## config.mk

```make
export PLATFORM = sky130hd
export DESIGN_NAME = msi_snoop_cache
export DESIGN_NICKNAME = d
export VERILOG_FILES = /design/src/rtl/msi_cache_pkg.sv /design/src/rtl/msi_cache_dp.sv /design/src/rtl/msi_cache_ctrl.sv /design/src/rtl/msi_snoop_cache.sv
export SDC_FILE = /design/constraint.sdc
export NUM_CORES = 1
export LEC_CHECK = 0
export ABC_AREA = 0
export BUFFER_PORTS_ARGS = -buffer_cell sky130_fd_sc_hd__buf_2
export CAP_MARGIN = 40
export CORE_AREA = 2 2 151 153
export CTS_CLUSTER_SIZE = 25
export DETAILED_ROUTE_END_ITERATION = 10
export DIE_AREA = 0 0 153 155
export PLACE_DENSITY = 0.66
export RECOVER_POWER = 50
export SYNTH_ARGS = -nofsm -noshare
export SYNTH_HDL_FRONTEND = slang
export SYNTH_SLANG_ARGS = --single-unit
```

## constraint.sdc

```tcl
create_clock -name clk -period 7.8 [get_ports clk]
set_input_delay 0.39 -clock clk [delete_from_list [all_inputs] [get_ports clk]]
set_output_delay 0.39 -clock clk [all_outputs]
set_load 0.03 [all_outputs]
```

## src/rtl/msi_cache_pkg.sv

```systemverilog
package msi_cache_pkg;
  typedef enum logic [1:0] {
    LINE_I = 2'd0,
    LINE_S = 2'd1,
    LINE_M = 2'd2
  } line_state_e;

  typedef enum logic [1:0] {
    BUS_NONE = 2'd0,
    BUS_GETS = 2'd1,
    BUS_GETX = 2'd2,
    BUS_PUTX = 2'd3
  } bus_cmd_e;

  typedef enum logic [1:0] {
    OP_LOAD  = 2'd0,
    OP_STORE = 2'd1,
    OP_EVICT = 2'd2
  } cpu_op_e;

  // strobes from control to datapath
  typedef struct packed {
    logic        lineWr;
    line_state_e lineNext;
    logic        tagWr;
    logic        dataFromBus;
    logic        dataFromCpu;
    logic        rdFromBus;
    logic        rdFromLine;
    logic        snpWr;
    line_state_e snpNext;
  } ctrl_t;
endpackage

```

## src/rtl/msi_cache_dp.sv

```systemverilog
module msi_cache_dp
  import msi_cache_pkg::*;
#(
  parameter int NUM_LINES = 8,
  parameter int ADDR_W    = 8,
  parameter int DATA_W    = 16
) (
  input  logic              clk,
  input  logic              rstN,
  input  ctrl_t             ctrl,
  input  logic [ADDR_W-1:0] cpuAddr,
  input  logic [DATA_W-1:0] cpuWdata,
  input  logic [DATA_W-1:0] busRdata,
  input  logic [ADDR_W-1:0] snpAddr,
  output line_state_e       lineState,
  output logic              lineTagHit,
  output logic [ADDR_W-1:0] victimAddr,
  output logic [DATA_W-1:0] lineData,
  output line_state_e       snpState,
  output logic              snpTagHit,
  output logic [DATA_W-1:0] snpLineData,
  output logic              idxClash,
  output logic [DATA_W-1:0] cpuRdata
);
  localparam int IDX_W = $clog2(NUM_LINES);
  localparam int TAG_W = ADDR_W - IDX_W;

  line_state_e       stArr   [NUM_LINES];
  logic [TAG_W-1:0]  tagArr  [NUM_LINES];
  logic [DATA_W-1:0] dataArr [NUM_LINES];

  logic [IDX_W-1:0] cpuIdx, snpIdx;
  logic [TAG_W-1:0] cpuTag, snpTag;

  assign cpuIdx = cpuAddr[IDX_W-1:0];
  assign cpuTag = cpuAddr[ADDR_W-1:IDX_W];
  assign snpIdx = snpAddr[IDX_W-1:0];
  assign snpTag = snpAddr[ADDR_W-1:IDX_W];

  assign lineState   = stArr[cpuIdx];
  assign lineTagHit  = tagArr[cpuIdx] == cpuTag;
  assign victimAddr  = {tagArr[cpuIdx], cpuIdx};
  assign lineData    = dataArr[cpuIdx];
  assign snpState    = stArr[snpIdx];
  assign snpTagHit   = tagArr[snpIdx] == snpTag;
  assign snpLineData = dataArr[snpIdx];
  assign idxClash    = cpuIdx == snpIdx;

  always_ff @(posedge clk) begin
    if (!rstN) begin
      for (int i = 0; i < NUM_LINES; i++) stArr[i] <= LINE_I;
    end else begin
      if (ctrl.lineWr) stArr[cpuIdx] <= ctrl.lineNext;
      if (ctrl.snpWr)  stArr[snpIdx] <= ctrl.snpNext;
    end
  end

  always_ff @(posedge clk) begin
    if (ctrl.tagWr) tagArr[cpuIdx] <= cpuTag;
    if (ctrl.dataFromCpu)      dataArr[cpuIdx] <= cpuWdata;
    else if (ctrl.dataFromBus) dataArr[cpuIdx] <= busRdata;
  end

  always_ff @(posedge clk) begin
    if (!rstN)                cpuRdata <= '0;
    else if (ctrl.rdFromBus)  cpuRdata <= busRdata;
    else if (ctrl.rdFromLine) cpuRdata <= dataArr[cpuIdx];
  end
endmodule

```

## src/rtl/msi_cache_ctrl.sv

```systemverilog
module msi_cache_ctrl
  import msi_cache_pkg::*;
(
  input  logic        clk,
  input  logic        rstN,
  input  logic        cpuReq,
  input  logic [1:0]  cpuOp,
  input  logic        busGnt,
  input  logic        snpValid,
  input  logic [1:0]  snpCmd,
  input  line_state_e lineState,
  input  logic        lineTagHit,
  input  line_state_e snpState,
  input  logic        snpTagHit,
  input  logic        idxClash,
  output ctrl_t       ctrl,
  output logic        busReq,
  output logic [1:0]  busCmd,
  output logic        useVictim,
  output logic        snpOwner,
  output logic        cpuDone
);
  typedef enum logic {ST_ACT, ST_RESP} fsm_e;
  fsm_e fsm, fsmNext;

  cpu_op_e  opC;
  bus_cmd_e cmd, snpC;
  logic     present, victimDirty, snpHit;

  assign opC  = cpu_op_e'(cpuOp);
  assign snpC = bus_cmd_e'(snpCmd);

  always_comb begin
    ctrl        = '0;
    cmd         = BUS_NONE;
    useVictim   = 1'b0;
    fsmNext     = fsm;
    present     = (lineState != LINE_I) && lineTagHit;
    victimDirty = (lineState == LINE_M) && !lineTagHit;

    // snoop side: reacts every cycle
    snpHit   = snpValid && (snpState != LINE_I) && snpTagHit;
    snpOwner = snpHit && (snpState == LINE_M) &&
               (snpC == BUS_GETS || snpC == BUS_GETX);
    if (snpHit && snpC == BUS_GETS && snpState == LINE_M) begin
      ctrl.snpWr   = 1'b1;
      ctrl.snpNext = LINE_S;
    end
    if (snpHit && snpC == BUS_GETX) begin
      ctrl.snpWr   = 1'b1;
      ctrl.snpNext = LINE_I;
    end

    // processor side
    if (fsm == ST_ACT && cpuReq) begin
      case (opC)
        OP_LOAD: begin
          if (victimDirty) begin cmd = BUS_PUTX; useVictim = 1'b1; end
          else if (!present) cmd = BUS_GETS;
        end
        OP_STORE: begin
          if (victimDirty) begin cmd = BUS_PUTX; useVictim = 1'b1; end
          else if (!(present && lineState == LINE_M)) cmd = BUS_GETX;
        end
        OP_EVICT: begin
          if (present && lineState == LINE_M) cmd = BUS_PUTX;
        end
        default: cmd = BUS_NONE;
      endcase

      if (cmd != BUS_NONE) begin
        if (busGnt) begin
          case (cmd)
            BUS_PUTX: begin
              ctrl.lineWr   = 1'b1;
              ctrl.lineNext = LINE_I;
              if (!useVictim) fsmNext = ST_RESP;
            end
            BUS_GETS: begin
              ctrl.lineWr      = 1'b1;
              ctrl.lineNext    = LINE_S;
              ctrl.tagWr       = 1'b1;
              ctrl.dataFromBus = 1'b1;
              ctrl.rdFromBus   = 1'b1;
              fsmNext          = ST_RESP;
            end
            default: begin
              ctrl.lineWr      = 1'b1;
              ctrl.lineNext    = LINE_M;
              ctrl.tagWr       = 1'b1;
              ctrl.dataFromCpu = 1'b1;
              fsmNext          = ST_RESP;
            end
          endcase
        end
      end else if (!(snpValid && idxClash)) begin
        case (opC)
          OP_LOAD:  ctrl.rdFromLine  = 1'b1;
          OP_STORE: ctrl.dataFromCpu = 1'b1;
          OP_EVICT: if (present) begin
            ctrl.lineWr   = 1'b1;
            ctrl.lineNext = LINE_I;
          end
          default: ;
        endcase
        fsmNext = ST_RESP;
      end
    end else if (fsm == ST_RESP) begin
      fsmNext = ST_ACT;
    end
  end

  assign busReq  = cmd != BUS_NONE;
  assign busCmd  = cmd;
  assign cpuDone = fsm == ST_RESP;

  always_ff @(posedge clk) begin
    if (!rstN) fsm <= ST_ACT;
    else       fsm <= fsmNext;
  end
endmodule

```

## src/rtl/msi_snoop_cache.sv

```systemverilog
module msi_snoop_cache
  import msi_cache_pkg::*;
#(
  parameter int NUM_LINES = 8,
  parameter int ADDR_W    = 8,
  parameter int DATA_W    = 16
) (
  input  logic              clk,
  input  logic              rstN,
  input  logic              cpuReq,
  input  logic [1:0]        cpuOp,
  input  logic [ADDR_W-1:0] cpuAddr,
  input  logic [DATA_W-1:0] cpuWdata,
  output logic              cpuDone,
  output logic [DATA_W-1:0] cpuRdata,
  output logic              busReq,
  output logic [1:0]        busCmd,
  output logic [ADDR_W-1:0] busAddr,
  output logic [DATA_W-1:0] busWdata,
  input  logic              busGnt,
  input  logic [DATA_W-1:0] busRdata,
  input  logic              snpValid,
  input  logic [1:0]        snpCmd,
  input  logic [ADDR_W-1:0] snpAddr,
  output logic              snpOwner,
  output logic [DATA_W-1:0] snpData
);
  ctrl_t             ctrl;
  line_state_e       lineState, snpState;
  logic              lineTagHit, snpTagHit, idxClash, useVictim;
  logic [ADDR_W-1:0] victimAddr;
  logic [DATA_W-1:0] lineData;

  msi_cache_ctrl uCtrl (
    .clk(clk), .rstN(rstN), .cpuReq(cpuReq), .cpuOp(cpuOp),
    .busGnt(busGnt), .snpValid(snpValid), .snpCmd(snpCmd),
    .lineState(lineState), .lineTagHit(lineTagHit),
    .snpState(snpState), .snpTagHit(snpTagHit), .idxClash(idxClash),
    .ctrl(ctrl), .busReq(busReq), .busCmd(busCmd), .useVictim(useVictim),
    .snpOwner(snpOwner), .cpuDone(cpuDone)
  );

  msi_cache_dp #(.NUM_LINES(NUM_LINES), .ADDR_W(ADDR_W), .DATA_W(DATA_W)) uDp (
    .clk(clk), .rstN(rstN), .ctrl(ctrl), .cpuAddr(cpuAddr),
    .cpuWdata(cpuWdata), .busRdata(busRdata), .snpAddr(snpAddr),
    .lineState(lineState), .lineTagHit(lineTagHit), .victimAddr(victimAddr),
    .lineData(lineData), .snpState(snpState), .snpTagHit(snpTagHit),
    .snpLineData(snpData), .idxClash(idxClash), .cpuRdata(cpuRdata)
  );

  assign busAddr  = useVictim ? victimAddr : cpuAddr;
  assign busWdata = lineData;
endmodule

```

==> results.cfg, run 1 <==
[outcome]
status = complete, but fails checks
violations = max-capacitance violations, max-slew violations

[hold_path]
hold_depth = 3
hold_class = in2reg
min_from = busRdata[10]
min_to = uDp.cpuRdata[10]

[synthesis]
synth.most_common_cell = edfxtp_1
yosysUniqueCellTypes = 80
ys.flop_type = edfxtp_1
postSynthAreaPerCell_sq_um = 12.4
ys_seq_elements = 201
synth_commonest_cells = edfxtp_1, a22oi_1, nor2_1
ys_async_sr_fraction = 0
synth_top_area_frac = 0.509
syn-num-nets = 896
synthCells = 837
synth-edff-count = 176
synthesis.area_sq_um = 10400
synth_warnings = 0
synthTopCellsByArea = edfxtp_1, a22oi_1, dfxtp_1, mux2i_1, nand4_1
synth_top_cell_by_area = edfxtp_1
yosysSeqAreaShare = 0.557

[pwr]
p_per_area_nw_per_um2 = 209
power.total_uw = 2470
leakagePower_uw = 0.00394
ir_drop_mv = 0.187

[floorplanning]
die_area_sq_um = 23700
initial_core_util = 0.467
core_area_sq_um = 22200
fp.dieH_um = 155
rows = 55
die_x_um = 153
ios = 118

[grt]
grt_pass1_wl_mm = 48.3
grt_remaining_overflow = 0
grt_max_degree = 51
antenna_found_initial = 0
grt_pass1_vias = 7957
grt_usage = 0.265

[sta]
hold_viol = 0
rsz0062_at_grt = no
slew-limit-headroom = -0.220
slew_viol_final = 109
worst_slew_pin_slew_ns = 1.83
finalCriticalPeriod_ns = 5.34
max_clock_freq_ghz = 0.187
fin_crit_sh = 0.684
skew_ns = 0.0331
tns_ns = 0
finalSetupViolations = 0

[run]
drv_cap = 4

[critical_path]
crit_path_max_incr_delay_ns = 1.29
worstPathArrival_ns = 5.36
r2r_start = uDp.tagArr[5][0]
worstPathMaxFanout = 33
crit_top_cell = clkbuf_1
cpMaxStageDelayCell = clkbuf_1
cpLargestDelayFamily = buffers and inverters
crit_required_ns = 7.83
crit_type = in2reg
worstPathCellList = clkbuf_1 > mux2_2 > a22oi_1 > a21oi_1 > nor4_1 > nand4_1 > buf_4 > o21ai_0 > o31a_1 > nor2_1 > clkbuf_1
crit_path_end_kind = flop
ff2ff_setup_slack_ns = 3.37
start_kind = primary input
worst-path-buf-inv = 3
reg2reg_to = uDp.dataArr[5][8]
reg2regPathDepth = 10

[drt]
drtIter0Drc = 981
wire_per_inst_um = 25.8
ant_nets = 0
viasPerCell = 6.59
dr.pass1.iters = 6
drc_errors = 0
wirelength_mm = 32.1
vias = 8188

[clock_network]
cts_setup_buffers = 0
cts_buffer_depth = 3
root_buffer = clkbuf_16
cts_resized = 0
cts_sinks = 201
insertion_delay_ns = 0.52
path_clk_slew_ns = 0.06
postCtsHoldBufs = 0
cts_tree = built
numCtsBuffers = 22
htree_levels = 1

[cells_and_area]
drive_gt1_frac = 0.184
instances_no_fill = 1243
n_antenna_cell = 0
nets = 1002
area_growth_pct = 13.5
fillers = 1910

[place]
globalplace.congestion = 0.860
portBuffers = 117
place_inst = 1204
dpl.hpwl_mm = 21.3
[layer usage]
layer / global-route usage / wire, um / vias up
met5: 0 / 0 / -
met4: 0.0798 / 632 / 0
met3: 0.0591 / 3290 / 66
met2: 0.417 / 15000 / 515
met1: 0.370 / 13200 / 4043
li1: - / - / 3564
[cell usage in the layout (no fill, tap or decap), types with 4 or more instances in the layout]
cell type    n
a211o_1      9
mux2i_1     28
nand3_1     22
a22o_1       6
mux2_2       7
and2_1      18
nand3b_1     4
buf_8        4
clkinv_2     4
nand2b_1     5
clkbuf_16   22
a21oi_1     35
o21ai_0      7
inv_1        8
nor3_2      15
and3_1       6
nor2b_1      5
nor2_1      46
a31oi_1      5
xnor2_1      6
nor3_1      26
nand2_1     18
and2_0      12
a22oi_1    134
mux4_2       8
clkinv_1     5
buf_2       66
o21a_1      17
buf_4       17
edfxtp_1   176
nand4_1     36
mux2_1      17
a21oi_2      5
clkbuf_1    62
dfxtp_1     25
[power by group]
| group | switching, uW | internal (uW) | total [uW] |
|---|---|---|---|
| Combinational | 211 | 91.3 | 302 |
| Sequential | 5.78 | 1180 | 1190 |
| Clock | 424 | 555 | 978 |
[stage by stage]
step	hold slack, ns	instance area [sq um]	util	setup slack, ns
after CTS	0.192	11900	0.538	3.96
final	0.201	11800	0.530	2.46
after global routing	0.220	11800	0.530	1.99
after global placement	0.574	11100	0.501	3.52
after floorplan	0.489	10400	-	4.51
after detailed placement	0.581	11300	0.507	3.52
[flip-flops by register name (all words and copies together), names as in the netlist]
| name | flops |
|---|---|
| uCtrl.cpuDone | 1 |
| uDp.dataArr | 128 |
| uDp.tagArr | 40 |
| uDp.stArr | 16 |
| uDp.cpuRdata | 16 |
[how the worst max path moves through the flow]
stage,start,end,cells past startpoint
floorplan,cpuAddr[2],busCmd[0],9
global placement,cpuAddr[0],uDp.dataArr[2][7],9
detailed placement,cpuAddr[0],uDp.dataArr[0][1],9
CTS,cpuAddr[0],busCmd[0],10
global route,cpuAddr[0],uDp.dataArr[1][8],11
finish,cpuAddr[0],uDp.dataArr[5][8],11
[tightest hold or removal path, cell delays in order]
cell and delay [ns]:
buf_2 0.08, and2_1 0.11, o21a_1 0.11
[cell type report]
cell class | count | area [sq um] | share of cell area
Inverter | 9 | 33.8 | 0.00287
Timing Repair Buffer | 146 | 763 | 0.0648
Sequential cell | 201 | 5790 | 0.491
Tap cell | 285 | 357 | 0.0303
Clock buffer | 26 | 566 | 0.0480
Multi-Input combinational cell | 563 | 4170 | 0.354
Clock inverter | 13 | 106 | 0.00903
[kinds of logic after synthesis]
kind of cell | after synthesis | synth area share
AO/OA/AOI/OAI | 242 | 0.173
XOR/XNOR | 9 | 0.00759
adder cells (fa/ha/maj) | 2 | 0.00241
buffers and inverters | 73 | 0.0382
flip-flops | 201 | 0.557
multiplexers | 63 | 0.0754
AND/OR/NAND/NOR | 247 | 0.146
(Power assumes the default switching activity.)
==> inputs of run 2 (changes only) <==
--- a/config.mk
+++ b/config.mk
@@ -5,14 +5,14 @@
 export SDC_FILE = /design/constraint.sdc
 export NUM_CORES = 1
 export LEC_CHECK = 0
-export ABC_AREA = 0
+export ABC_AREA = 1
 export BUFFER_PORTS_ARGS = -buffer_cell sky130_fd_sc_hd__buf_2
 export CAP_MARGIN = 40
-export CORE_AREA = 2 2 151 153
+export CORE_AREA = 2 2 150 152
 export CTS_CLUSTER_SIZE = 25
 export DETAILED_ROUTE_END_ITERATION = 10
-export DIE_AREA = 0 0 153 155
-export PLACE_DENSITY = 0.66
+export DIE_AREA = 0 0 152 154
+export PLACE_DENSITY = 0.69
 export RECOVER_POWER = 50
 export SYNTH_ARGS = -nofsm -noshare
 export SYNTH_HDL_FRONTEND = slang
==> constraint.sdc (replaced) <==
create_clock -name clk -period 4.8 [get_ports clk]
set_input_delay 0.24 -clock clk [delete_from_list [all_inputs] [get_ports clk]]
set_output_delay 0.24 -clock clk [all_outputs]
set_load 0.03 [all_outputs]
==> run 2 against run 1 <==
The run now ends clean; highest routed layer unchanged; largest cell class unchanged; critical path type is now in2out; cell area is 0.56% lower; clock-buffer cell count stayed put; die area is 1.3% lower.
==> results.cfg, run 2 <==
[outcome]
status = completed

[place]
portBuffers = 117
pre_cts_ws_ns = 0.845
globalplace.congestion = 0.880
dpl.hpwl_mm = 21.3

[cells_and_area]
n_antenna_cell = 0
largest_registers = uDp.dataArr x128, uDp.tagArr x40
final_common_cell = nand2_1
area_growth_pct = 14.3
drive_gt1_frac = 0.102
fin_util = 0.540
largest_reg_flops = 128
layout_common_cells = nand2_1, edfxtp_1, inv_1, nor2_1, o21ai_0
regMostFlops = uDp.dataArr
nets = 1301

[floorplanning]
die_x_um = 152
initial_core_util = 0.473
rows = 54
core_area_sq_um = 21700
die_area_sq_um = 23400
fp.dieH_um = 154
ios = 118

[synthesis]
synth_commonest_cells = nand2_1, edfxtp_1, inv_1
synth.most_common_cell = nand2_1
ys_seq_elements = 201
synth_warnings = 0
synth-edff-count = 176
yosysSeqAreaShare = 0.564
postSynthAreaPerCell_sq_um = 9.13
syn-num-nets = 1182
synth_top_area_frac = 0.516
synthCells = 1123
yosysUniqueCellTypes = 51
ys_async_sr_fraction = 0
synthesis.area_sq_um = 10300
ys.flop_type = edfxtp_1
synthTopCellsByArea = edfxtp_1, nand2_1, inv_1, dfxtp_1, o21ai_0
synth_top_cell_by_area = edfxtp_1

[clock_network]
cts_resized = 0
cts_setup_buffers = 0
cts_tree = built
postCtsHoldBufs = 0
root_buffer = clkbuf_16
htree_levels = 1
insertion_delay_ns = 0.51
path_clk_slew_ns = 0.06
cts_buffer_depth = 3
numCtsBuffers = 22
cts_sinks = 201

[hold_path]
min_to = uDp.cpuRdata[2]
hold_class = in2reg
min_from = busRdata[2]
hold_depth = 5

[critical_path]
worstPathMaxFanout = 30
crit_cells = 13
crit_path_end_kind = output pin
ff2ff_setup_slack_ns = 1.06
reg2reg_to = uDp.dataArr[3][9]
worstPathArrival_ns = 3.82
crit_required_ns = 4.56
crit_type = in2out
crit_path_max_incr_delay_ns = 0.79
reg2regPathDepth = 17
crit_start = snpAddr[0]
start_kind = primary input
worstPathCellList = clkbuf_1 > inv_1 > nand3_1 > inv_1 > nand2_1 > nand2_1 > a211oi_1 > a21o_1 > nand3_1 > nor2_1 > nand3_1 > nor2_1 > buf_2
r2r_start = uDp.tagArr[4][2]
worst-path-buf-inv = 4
cpMaxStageDelayCell = clkbuf_1
cpLargestDelayFamily = buffers and inverters
crit_top_cell = nand3_1

[sta]
slew_viol_final = 0
slew-limit-headroom = 0.107
tns_ns = 0
setup_ws_ns = 0.736
finalSetupViolations = 0
rsz0062_at_grt = no
hold_viol = 0
finalCriticalPeriod_ns = 4.06
worst_slew_pin_slew_ns = 1.34
max_clock_freq_ghz = 0.246
skew_ns = 0.0110
fin_crit_sh = 0.847

[drt]
wirelength_mm = 31.4
drtIter0Drc = 1327
drc_errors = 0
viasPerCell = 5.83
ant_nets = 0
vias = 8966
wire_per_inst_um = 20.4
dr.pass1.iters = 5

[run]
drv_cap = 0

[grt]
antenna_found_initial = 0
grt_usage = 0.260
grt_pass1_wl_mm = 47.7
grt_max_degree = 52
grt_pass1_vias = 8483
grt_remaining_overflow = 0

[pwr]
leakagePower_uw = 0.00472
ir_drop_mv = 0.254
p_per_area_nw_per_um2 = 350
==> run 2: changes by cell type in the layout (fill, tap and decap cells not counted), moves of 33 or more <==
cell     delta
nor2_1     +42
nand3_1    +33
a22oi_1   -103
o21ai_0    +70
inv_1     +139
nand2_1   +264
==> run 2: layout make-up <==
type | count | area [sq um]
fillers | 1985 | 9970
flip-flops and latches | 201 | 5790
multi-input cells | 717 | 3610
repair buffers | 141 | 656
inverters | 159 | 597
clock buffers | 26 | 587
well taps | 280 | 350
clock inverters | 14 | 130
==> run 2: worst max path at each step <==
| stage | to |
|---|---|
| 3_3_place_gp | uDp.dataArr[3][10] |
| 3_5_place_dp | uDp.dataArr[3][1] |
| 6_report | snpOwner |
| 5_1_grt | uDp.dataArr[3][2] |
| 4_1_cts | uDp.dataArr[3][11] |
| 2_1_floorplan | uDp.dataArr[1][0] |
==> run 2: where the power goes <==
| group | switching [uW] | total, uW | internal [uW] |
|---|---|---|---|
| Combinational | 368 | 491 | 123 |
| Sequential | 10.4 | 1940 | 1930 |
| Clock | 689 | 1670 | 984 |
==> run 2: metal layers <==
| layer | part of all wire | track usage | vias up |
|---|---|---|---|
| met4 | 0.031 | 0.0930 | 0 |
| met1 | 0.39 | 0.345 | 4164 |
| met5 | 0 | 0 | - |
| met2 | 0.47 | 0.430 | 584 |
| li1 | - | - | 4145 |
| met3 | 0.11 | 0.0502 | 73 |
==> run 2: kinds of logic (layout without fill, tap and decap cells) <==
family                     count (synthesis)  after routing  synth area share
AOI/OAI and AO/OA                        239            239             0.149
adders and majority gates                  2              2           0.00244
buffers and inverters                    205            340            0.0819
DFF                                      201            201             0.564
xor gates and xnor gates                   3              3           0.00256
and+or+nand+nor                          473            473             0.199
==> run 2: stage by stage <==
stage / hold WS (ns) / total power, uW / std cells / area [sq um]
final: 0.122 / 4100 / 1538 / 11700
after floorplan: 0.339 / 2290 / 1123 / 10300
after detailed placement: 0.466 / 2470 / 1497 / 11100
after CTS: 0.0729 / 4130 / 1537 / 11800
after global placement: 0.466 / 2470 / 1494 / 11100
after global routing: 0.163 / 4230 / 1538 / 11700
==> run 2: worst min-delay path: stages <==
cell	delay, ns
buf_2	0.07
inv_1	0.04
o21ai_1	0.12
nor2_1	0.05
nor2_1	0.08
==> inputs of run 3 (changes only) <==
--- a/config.mk
+++ b/config.mk
@@ -5,13 +5,13 @@
 export SDC_FILE = /design/constraint.sdc
 export NUM_CORES = 1
 export LEC_CHECK = 0
-export ABC_AREA = 1
+export ABC_AREA = 0
 export BUFFER_PORTS_ARGS = -buffer_cell sky130_fd_sc_hd__buf_2
 export CAP_MARGIN = 40
-export CORE_AREA = 2 2 150 152
+export CORE_AREA = 2 2 151 153
 export CTS_CLUSTER_SIZE = 25
 export DETAILED_ROUTE_END_ITERATION = 10
-export DIE_AREA = 0 0 152 154
+export DIE_AREA = 0 0 153 155
 export PLACE_DENSITY = 0.69
 export RECOVER_POWER = 50
 export SYNTH_ARGS = -nofsm -noshare
==> constraint.sdc (replaced) <==
create_clock -name clk -period 3.55 [get_ports clk]
set_input_delay 0.1775 -clock clk [delete_from_list [all_inputs] [get_ports clk]]
set_output_delay 0.1775 -clock clk [all_outputs]
set_load 0.03 [all_outputs]
==> run 3 against run 2 <==
Via count decreased by 7.7%; flip-flop and latch count unchanged; critical path depth is 5 lower; critical endpoint is now snpData[7].
==> results.cfg, run 3 (synthesized netlist as in run 1, its figures left out) <==
[outcome]
status = completed

[critical_path]
reg2regPathDepth = 8
crit_required_ns = 3.37
crit_end = snpData[7]
crit_type = in2out
worstPathMaxFanout = 16
start_kind = primary input
crit_path_end_kind = output pin
r2r_start = uDp.tagArr[3][0]
worstPathArrival_ns = 3.16
ff2ff_setup_slack_ns = 0.28
crit_start = snpAddr[1]
reg2reg_to = uDp.stArr[4][0]

[hold_path]
hold_class = in2reg
min_from = busRdata[6]
hold_depth = 3

[place]
globalplace.congestion = 0.861
pre_cts_ws_ns = 0.281
dpl.hpwl_mm = 20.7
place_inst = 1221
portBuffers = 117

[sta]
slew_viol_final = 0
rsz0062_at_grt = no
skew_ns = 0.0351
slew-limit-headroom = 0.158
finalCriticalPeriod_ns = 3.34
finalSetupViolations = 0
max_clock_freq_ghz = 0.300
hold_viol = 0
setup_ws_ns = 0.213
fin_crit_sh = 0.940
tns_ns = 0
worst_slew_pin_slew_ns = 1.26

[clock_network]
cts_resized = 0
cts_sinks = 201
root_buffer = clkbuf_16
insertion_delay_ns = 0.53
cts_tree = built
htree_levels = 1
path_clk_slew_ns = 0.06
cts_buffer_depth = 3
numCtsBuffers = 23

[cells_and_area]
regMostFlops = uDp.dataArr
drive_gt1_frac = 0.208
fillers = 1875
instances_no_fill = 1272
layout_common_cells = edfxtp_1, a22oi_1, buf_2, clkbuf_1, nor2_1
final_common_cell = edfxtp_1
largest_reg_flops = 128
largest_registers = uDp.dataArr x128, uDp.tagArr x40
nets = 1029
area_growth_pct = 16.9
n_antenna_cell = 0

[floorplanning]
initial_core_util = 0.467
fp.dieH_um = 155
core_area_sq_um = 22200
ios = 118
die_area_sq_um = 23700
rows = 55
die_x_um = 153

[drt]
wirelength_mm = 31.9
viasPerCell = 6.51
drtIter0Drc = 1015
vias = 8276
wire_per_inst_um = 25.1
dr.pass1.iters = 5
ant_nets = 0
drc_errors = 0

[grt]
grt_max_degree = 57
grt_remaining_overflow = 0
grt_pass1_vias = 8081
antenna_found_initial = 0
grt_usage = 0.260
grt_pass1_wl_mm = 47.8

[pwr]
ir_drop_mv = 0.380
leakagePower_uw = 0.00412
power.total_uw = 5790
p_per_area_nw_per_um2 = 477

[run]
drv_cap = 0
[run 3: changes by cell type in the layout (fill, tap and decap cells not counted), moves of 20 or more]
cell	delta
o22ai_1	-29
o21ai_1	-20
nor3_1	+28
nor2_1	-41
a221oi_1	-30
o21ai_0	-70
mux2i_1	+28
nand3_1	-34
a22oi_1	+102
nand2_1	-263
inv_1	-139
[run 3: how the worst min path moves through the flow]
stage | to
final | uDp.cpuRdata[6]
after global routing | uDp.cpuRdata[6]
after CTS | uDp.cpuRdata[6]
after detailed placement | uDp.tagArr[0][2]
after global placement | uDp.tagArr[4][2]
after floorplan | uDp.tagArr[0][0]
[run 3: where the power goes]
part | switching (uW) | internal (uW) | total (uW)
logic | 466 | 218 | 684
clock network | 970 | 1520 | 2490
registers | 12.8 | 2600 | 2610
[run 3: cell type report]
class	count	area, sq um	area share
clock buffers	30	612	0.0504
clock inverters	12	183	0.0150
inverters	9	33.8	0.00278
multi-input cells	563	4170	0.344
flip-flops and latches	201	5790	0.477
well taps	285	357	0.0294
repair buffers	172	997	0.0822
[run 3: critical path, cell delays in order]
cell,delay (ns)
buf_2,0.30
clkbuf_2,0.39
inv_1,0.27
nor2_1,0.20
and2_0,0.99
a22oi_1,0.27
nand4_1,0.19
clkbuf_1,0.36
[run 3: repair_timing]
| action | CTS | global route |
|---|---|---|
| hold buffers | 9 | 0 |
| hold endpoints to repair | 11 | 0 |
| buffers inserted | 0 | 0 |
[run 3: metal layers]
metal / track usage / wire (um)
met2: 0.416 / 14700
met3: 0.0513 / 3210
met5: 0 / 0
met4: 0.0816 / 828
met1: 0.362 / 13100
[run 3: stage by stage]
stage	hold WS, ns	area, sq um	util
5_1_grt	0.0225	12100	0.546
4_1_cts	0.000191	12300	0.553
3_5_place_dp	0.516	11400	0.513
6_report	0.00533	12100	0.546
2_1_floorplan	0.276	10400	-
3_3_place_gp	0.511	11300	0.510
